## src/rtl/initseq_pkg.sv

```systemverilog
package initseq_pkg;
  localparam int ADR_W      = 8;
  localparam int DAT_W      = 8;
  localparam int STATUS_BIT = 6;

  typedef enum logic [1:0] {OP_IDLE, OP_READ, OP_WRITE, OP_STATUS} opE;

  typedef struct packed {
    opE               op;
    logic [ADR_W-1:0] adr;
    logic [DAT_W-1:0] val;
  } cmdT;

  typedef struct packed {
    logic load;     // next step is a command: drive it
    logic drop;     // next step is idle: release strobes
    logic capture;  // status read acknowledged this cycle
  } strobeT;

  localparam logic [ADR_W-1:0] REG_TXH = 8'd0;
  localparam logic [ADR_W-1:0] REG_DIV = 8'd0;
  localparam logic [ADR_W-1:0] REG_LCR = 8'd3;
  localparam logic [ADR_W-1:0] REG_LSR = 8'd5;

  // Script length; step numbering is derived from it everywhere.
  localparam int NUM_CMD = 6;
  typedef cmdT cmdListT [NUM_CMD];

  localparam cmdListT CMD_LIST = '{
    '{op: OP_STATUS, adr: REG_LSR, val: 8'h00},
    '{op: OP_READ,   adr: REG_DIV, val: 8'h00},
    '{op: OP_READ,   adr: REG_DIV, val: 8'h00},
    '{op: OP_WRITE,  adr: REG_LCR, val: 8'h60},
    '{op: OP_WRITE,  adr: REG_DIV, val: 8'h01},
    '{op: OP_WRITE,  adr: REG_TXH, val: 8'h55}
  };

  function automatic cmdT cmdAt(int unsigned idx);
    cmdT r;
    r = '0;
    if (idx < NUM_CMD) r = CMD_LIST[idx];
    return r;
  endfunction
endpackage

```

## src/rtl/initseq_ctrl.sv

```systemverilog
module initseq_ctrl
  import initseq_pkg::*;
(
  input  logic   clk,
  input  logic   rst,
  input  logic   wbAck,
  output strobeT strb,
  output cmdT    nextCmd,
  output logic   done
);
  localparam int LAST   = 2 * NUM_CMD;
  localparam int STEP_W = $clog2(LAST + 1);
  localparam logic [STEP_W-1:0] LAST_STEP = STEP_W'(LAST);

  // Step 0 idle, step 2k+1 runs command k, step 2k+2 idle.
  logic [STEP_W-1:0] step;
  cmdT  curCmd;
  logic isCmd;
  logic waitAck;
  logic advance;

  always_comb begin
    isCmd   = step[0];
    curCmd  = isCmd ? cmdAt(int'(step >> 1)) : '0;
    waitAck = isCmd && (curCmd.op != OP_IDLE);
    advance = (step != LAST_STEP) && (!waitAck || wbAck);
    nextCmd = cmdAt(int'(step >> 1));
    strb.load    = advance && !isCmd;
    strb.drop    = advance && isCmd;
    strb.capture = isCmd && wbAck && (curCmd.op == OP_STATUS);
  end

  always_ff @(posedge clk or posedge rst) begin
    if (rst)          step <= '0;
    else if (advance) step <= step + 1'b1;
  end

  assign done = (step == LAST_STEP);
endmodule

```

## src/rtl/initseq_dp.sv

```systemverilog
module initseq_dp
  import initseq_pkg::*;
(
  input  logic             clk,
  input  logic             rst,
  input  strobeT           strb,
  input  cmdT              nextCmd,
  input  logic [DAT_W-1:0] wbRdat,
  output logic             wbCyc,
  output logic             wbStb,
  output logic             wbWe,
  output logic [ADR_W-1:0] wbAdr,
  output logic [DAT_W-1:0] wbWdat,
  output logic             txEmpty
);
  always_ff @(posedge clk or posedge rst) begin
    if (rst) begin
      wbCyc  <= 1'b0;
      wbStb  <= 1'b0;
      wbWe   <= 1'b0;
      wbAdr  <= '0;
      wbWdat <= '0;
    end else if (strb.load) begin
      wbAdr <= nextCmd.adr;
      wbCyc <= (nextCmd.op != OP_IDLE);
      wbStb <= (nextCmd.op != OP_IDLE);
      wbWe  <= (nextCmd.op == OP_WRITE);
      if (nextCmd.op == OP_WRITE) wbWdat <= nextCmd.val;
    end else if (strb.drop) begin
      wbCyc <= 1'b0;
      wbStb <= 1'b0;
      wbWe  <= 1'b0;
    end
  end

  always_ff @(posedge clk or posedge rst) begin
    if (rst)               txEmpty <= 1'b1;
    else if (strb.capture) txEmpty <= wbRdat[STATUS_BIT];
  end
endmodule

```

## src/rtl/initseq_top.sv

```systemverilog
module initseq_top
  import initseq_pkg::*;
(
  input  logic             clk,
  input  logic             rst,
  input  logic             wbAck,
  input  logic [DAT_W-1:0] wbRdat,
  output logic             wbCyc,
  output logic             wbStb,
  output logic             wbWe,
  output logic [ADR_W-1:0] wbAdr,
  output logic [DAT_W-1:0] wbWdat,
  output logic             txEmpty,
  output logic             done
);
  strobeT strb;
  cmdT    nextCmd;

  initseq_ctrl u_ctrl (
    .clk(clk), .rst(rst), .wbAck(wbAck),
    .strb(strb), .nextCmd(nextCmd), .done(done)
  );

  initseq_dp u_dp (
    .clk(clk), .rst(rst), .strb(strb), .nextCmd(nextCmd), .wbRdat(wbRdat),
    .wbCyc(wbCyc), .wbStb(wbStb), .wbWe(wbWe), .wbAdr(wbAdr),
    .wbWdat(wbWdat), .txEmpty(txEmpty)
  );
endmodule

```

## config.mk

```make
export PLATFORM = sky130hd
export DESIGN_NAME = initseq_top
export DESIGN_NICKNAME = d
export VERILOG_FILES = /design/src/rtl/initseq_pkg.sv /design/src/rtl/initseq_ctrl.sv /design/src/rtl/initseq_dp.sv /design/src/rtl/initseq_top.sv
export SDC_FILE = /design/constraint.sdc
export NUM_CORES = 1
export LEC_CHECK = 0
export CORE_AREA = 10 10 48 65
export CTS_BUF_LIST = sky130_fd_sc_hd__clkbuf_8
export DETAILED_ROUTE_END_ITERATION = 10
export DIE_AREA = 0 0 58 75
export PLACE_DENSITY_LB_ADDON = 0.12
export SLEW_MARGIN = 40
export SYNTH_ARGS = -nofsm -noshare
export SYNTH_HDL_FRONTEND = slang
export SYNTH_SLANG_ARGS = --single-unit
```

## constraint.sdc

```tcl
create_clock -name clk -period 2.1 [get_ports clk]
set_input_delay 0.42 -clock clk [delete_from_list [all_inputs] [get_ports clk]]
set_output_delay 0.42 -clock clk [all_outputs]
set_load 0.005 [all_outputs]
```

==> flow_summary.toml <==
[floorplan]
pin_count = 32
core-area_um2 = 1949
fp-row-count = 19
die_h_um = 75
dieArea_um2 = 4350
initial_utilization_pct = 43.39
die_width_um = 58

[min_path]
hp-class = "in2async"

[placed_design]
gp_routability_congestion = 0.7669
dp.cells = 113
port_buffers = 16
dp_hpwl_mm = 1.314

[cts]
cts-root-buf = "clkbuf_8"
clk_path_buf_depth = 2
clk_latency_ns = 0.24
clock_sinks = 14
cts_tree = "built"
htree_levels = 1
cts_inserted_buffers = 3
cts.clk_slew.worst_paths_ns = 0.06
ctsHoldBuffers = 0

[pwr]
p_clk_share_pct = 15.7
seqPwrFrac_pct = 28.8
p_comb_share_pct = 55.5
switching_share_pct = 34.86
p_int_w = 0.001088
switchingPower_w = 0.0005824
power.density_nw_per_um2 = 1579
leakage_nw = 0.5115
vdd_drop_max_uv = 737.5
total_power_w = 0.001671

[finish]
area_growth_pct = 25.15
fill_cells = 189
mostFrequentLayoutCells = "clkdlybuf4s50_1 (15), dfrtp_1 (13), inv_1 (9), conb_1 (8), buf_4 (6)"
layout-drive-gt1-share_pct = 21.88
utilization_pct = 54.30
antenna_cells = 0
nets = 113
seqCellArea_um2 = 351.6
final_common_cell = "clkdlybuf4s50_1"
multi_input_area_um2 = 384.1
stdcell_count = 117

[critical_path]
criticalPathCategory = "reg2reg"
rrSetupSlack_ns = 0.28
critical_path_required_ns = 2.23
critPathLaunchType = "flop"
worstPathArrival_ns = 1.95
cp-end-kind = "flop"
path_max_fanout = 5

[synth]
netlist.area_leader.share_pct = 38.46
synthCells = 76
postSynthAreaPerCell_um2 = 11.13
synth.distinct_cells = 33
yosysTopAreaCell = "dfrtp_1"
synth_area_leaders = "dfrtp_1 (38%), buf_4 (8.9%), ha_1 (7.4%)"
ys_seq_elements = 14
netlist_area_um2 = 845.8
ys_warn_count = 0
ys_seq_area_share_pct = 41.57

[route]
vias_per_cell = 4.684
drtAntennaViolNets = 0
route.final.wire_length_mm = 1.716
drt_iter0_drc = 9
detail_route.wl_per_cell_um = 14.67
drc = 0
firstDrtPassIters = 4
vias = 548

[timing]
fmax_mhz = 549.0
skew_ns = 0.002418
fin_crit_sh_pct = 86.74
totalNegativeSetupSlack_ns = 0
rsz0062_at_grt = "false"
finalHoldViolCount = 0
slew_headroom_pct = 64.49
setup_viol = 0
min_period_ns = 1.822
worst_pin_slew_ns = 0.5321
maxSlewViolCount = 0

[global_route]
antenna_found_initial = 0
overflow = 0
grt_usage_pct = 8.356
grt_first_pass_wirelength_mm = 2.808
grt_start_max_net_pins = 15
grt_pass1_vias = 575

[outcome]
status = "finished, final reports clean"

[run]
drv_cap = 0
[what timing repair did]
item                       in CTS  in global routing
setup endpoints to repair       0                  1
gates resized for setup         0                  1
buffers inserted                0                  0
[final cells by class]
type | count | share of cell area, %
multi-input cells | 47 | 36.29
repair buffers | 22 | 19.62
flip-flops and latches | 14 | 33.21
inverters | 9 | 3.191
clock buffers | 4 | 5.201
well taps | 21 | 2.482
[synth_stat cells]
library cell   n
mux2_2         4
dfstp_2        1
mux2i_1        3
a211oi_1       1
mux2_1         1
conb_1         1
a22o_1         1
a21o_1         1
nand2_1        2
o21ai_0        2
buf_6          2
xnor2_1        1
dfrtp_1       13
nor4_1         1
a21oi_4        1
and3_4         1
buf_4         10
and3b_1        1
nor2b_1        1
o31ai_1        2
buf_2          1
o21bai_1       1
a21oi_2        1
a31oi_2        1
nor2_1         2
inv_1          9
nand3b_1       1
ha_1           5
or3b_4         1
or2b_1         1
a311oi_2       1
xor2_1         1
a21oi_1        1
[stage by stage]
stage | area, um^2 | worst slack [ns] | hold WS, ns
after global placement | 1001 | 0.2938 | 0.4911
after floorplan | 872.1 | 0.2100 | 0.3085
final | 1059 | 0.2784 | 0.5076
after CTS | 1056 | 0.05317 | 0.5151
after detailed placement | 1001 | 0.2978 | 0.5011
after global routing | 1059 | 0.1758 | 0.5325
[critical path, stage by stage, from the launching register on]
cell	delay (ns)
dfrtp_1	0.37
inv_1	0.09
ha_1	0.25
or3b_4	0.40
a21oi_4	0.23
mux2_2	0.36
[kinds of logic after synthesis]
kind of cell    synth area share (%)
fa+ha+maj                      7.396
other cells                   0.4434
xor+xnor                       2.071
flops                          41.57
simple gates                   8.730
mux                            10.21
compound gates                 13.46
buf+inv                        16.12
[power by group through the flow]
stage                     registers [W]  logic (W)  clock network, W
after CTS                      0.000485   0.000948          0.000267
after global placement         0.000481   0.000925                 0
final                          0.000481   0.000927          0.000263
after global routing           0.000502    0.00102          0.000282
after detailed placement       0.000488   0.000934                 0
after floorplan                0.000514   0.000550                 0
[sequential cells by signal (all words and copies together) (netlist names)]
| signal | cells |
|---|---|
| u_dp.wbWe | 1 |
| u_ctrl.step | 4 |
| u_dp.wbAdr | 3 |
| u_dp.wbCyc | 1 |
| u_dp.wbWdat | 4 |
| u_dp.txEmpty | 1 |
[worst paths after layout]
path                           startpoint        endpoint  cells after the start
max                        u_ctrl.step[2]  u_dp.wbWdat[5]                      5
min                                   rst  u_ctrl.step[3]                      2
max reg2reg                u_ctrl.step[2]  u_dp.wbWdat[5]                      5
min reg2reg                 u_dp.wbAdr[1]   u_dp.wbAdr[1]                      1
max in group asynchronous             rst    u_dp.txEmpty                      2
min in group clk            u_dp.wbAdr[1]   u_dp.wbAdr[1]                      1
[routing by layer]
| layer | vias up | part of all wire, % | global-route usage, % |
|---|---|---|---|
| met2 | 10 | 52 | 13.16 |
| met3 | 2 | 7.2 | 3.872 |
| met5 | - | 0 | 0 |
| met4 | 0 | 0.82 | 4.712 |
| li1 | 272 | - | - |
| met1 | 264 | 40 | 9.082 |
No activity file was read; power rests on OpenSTA's default activity.
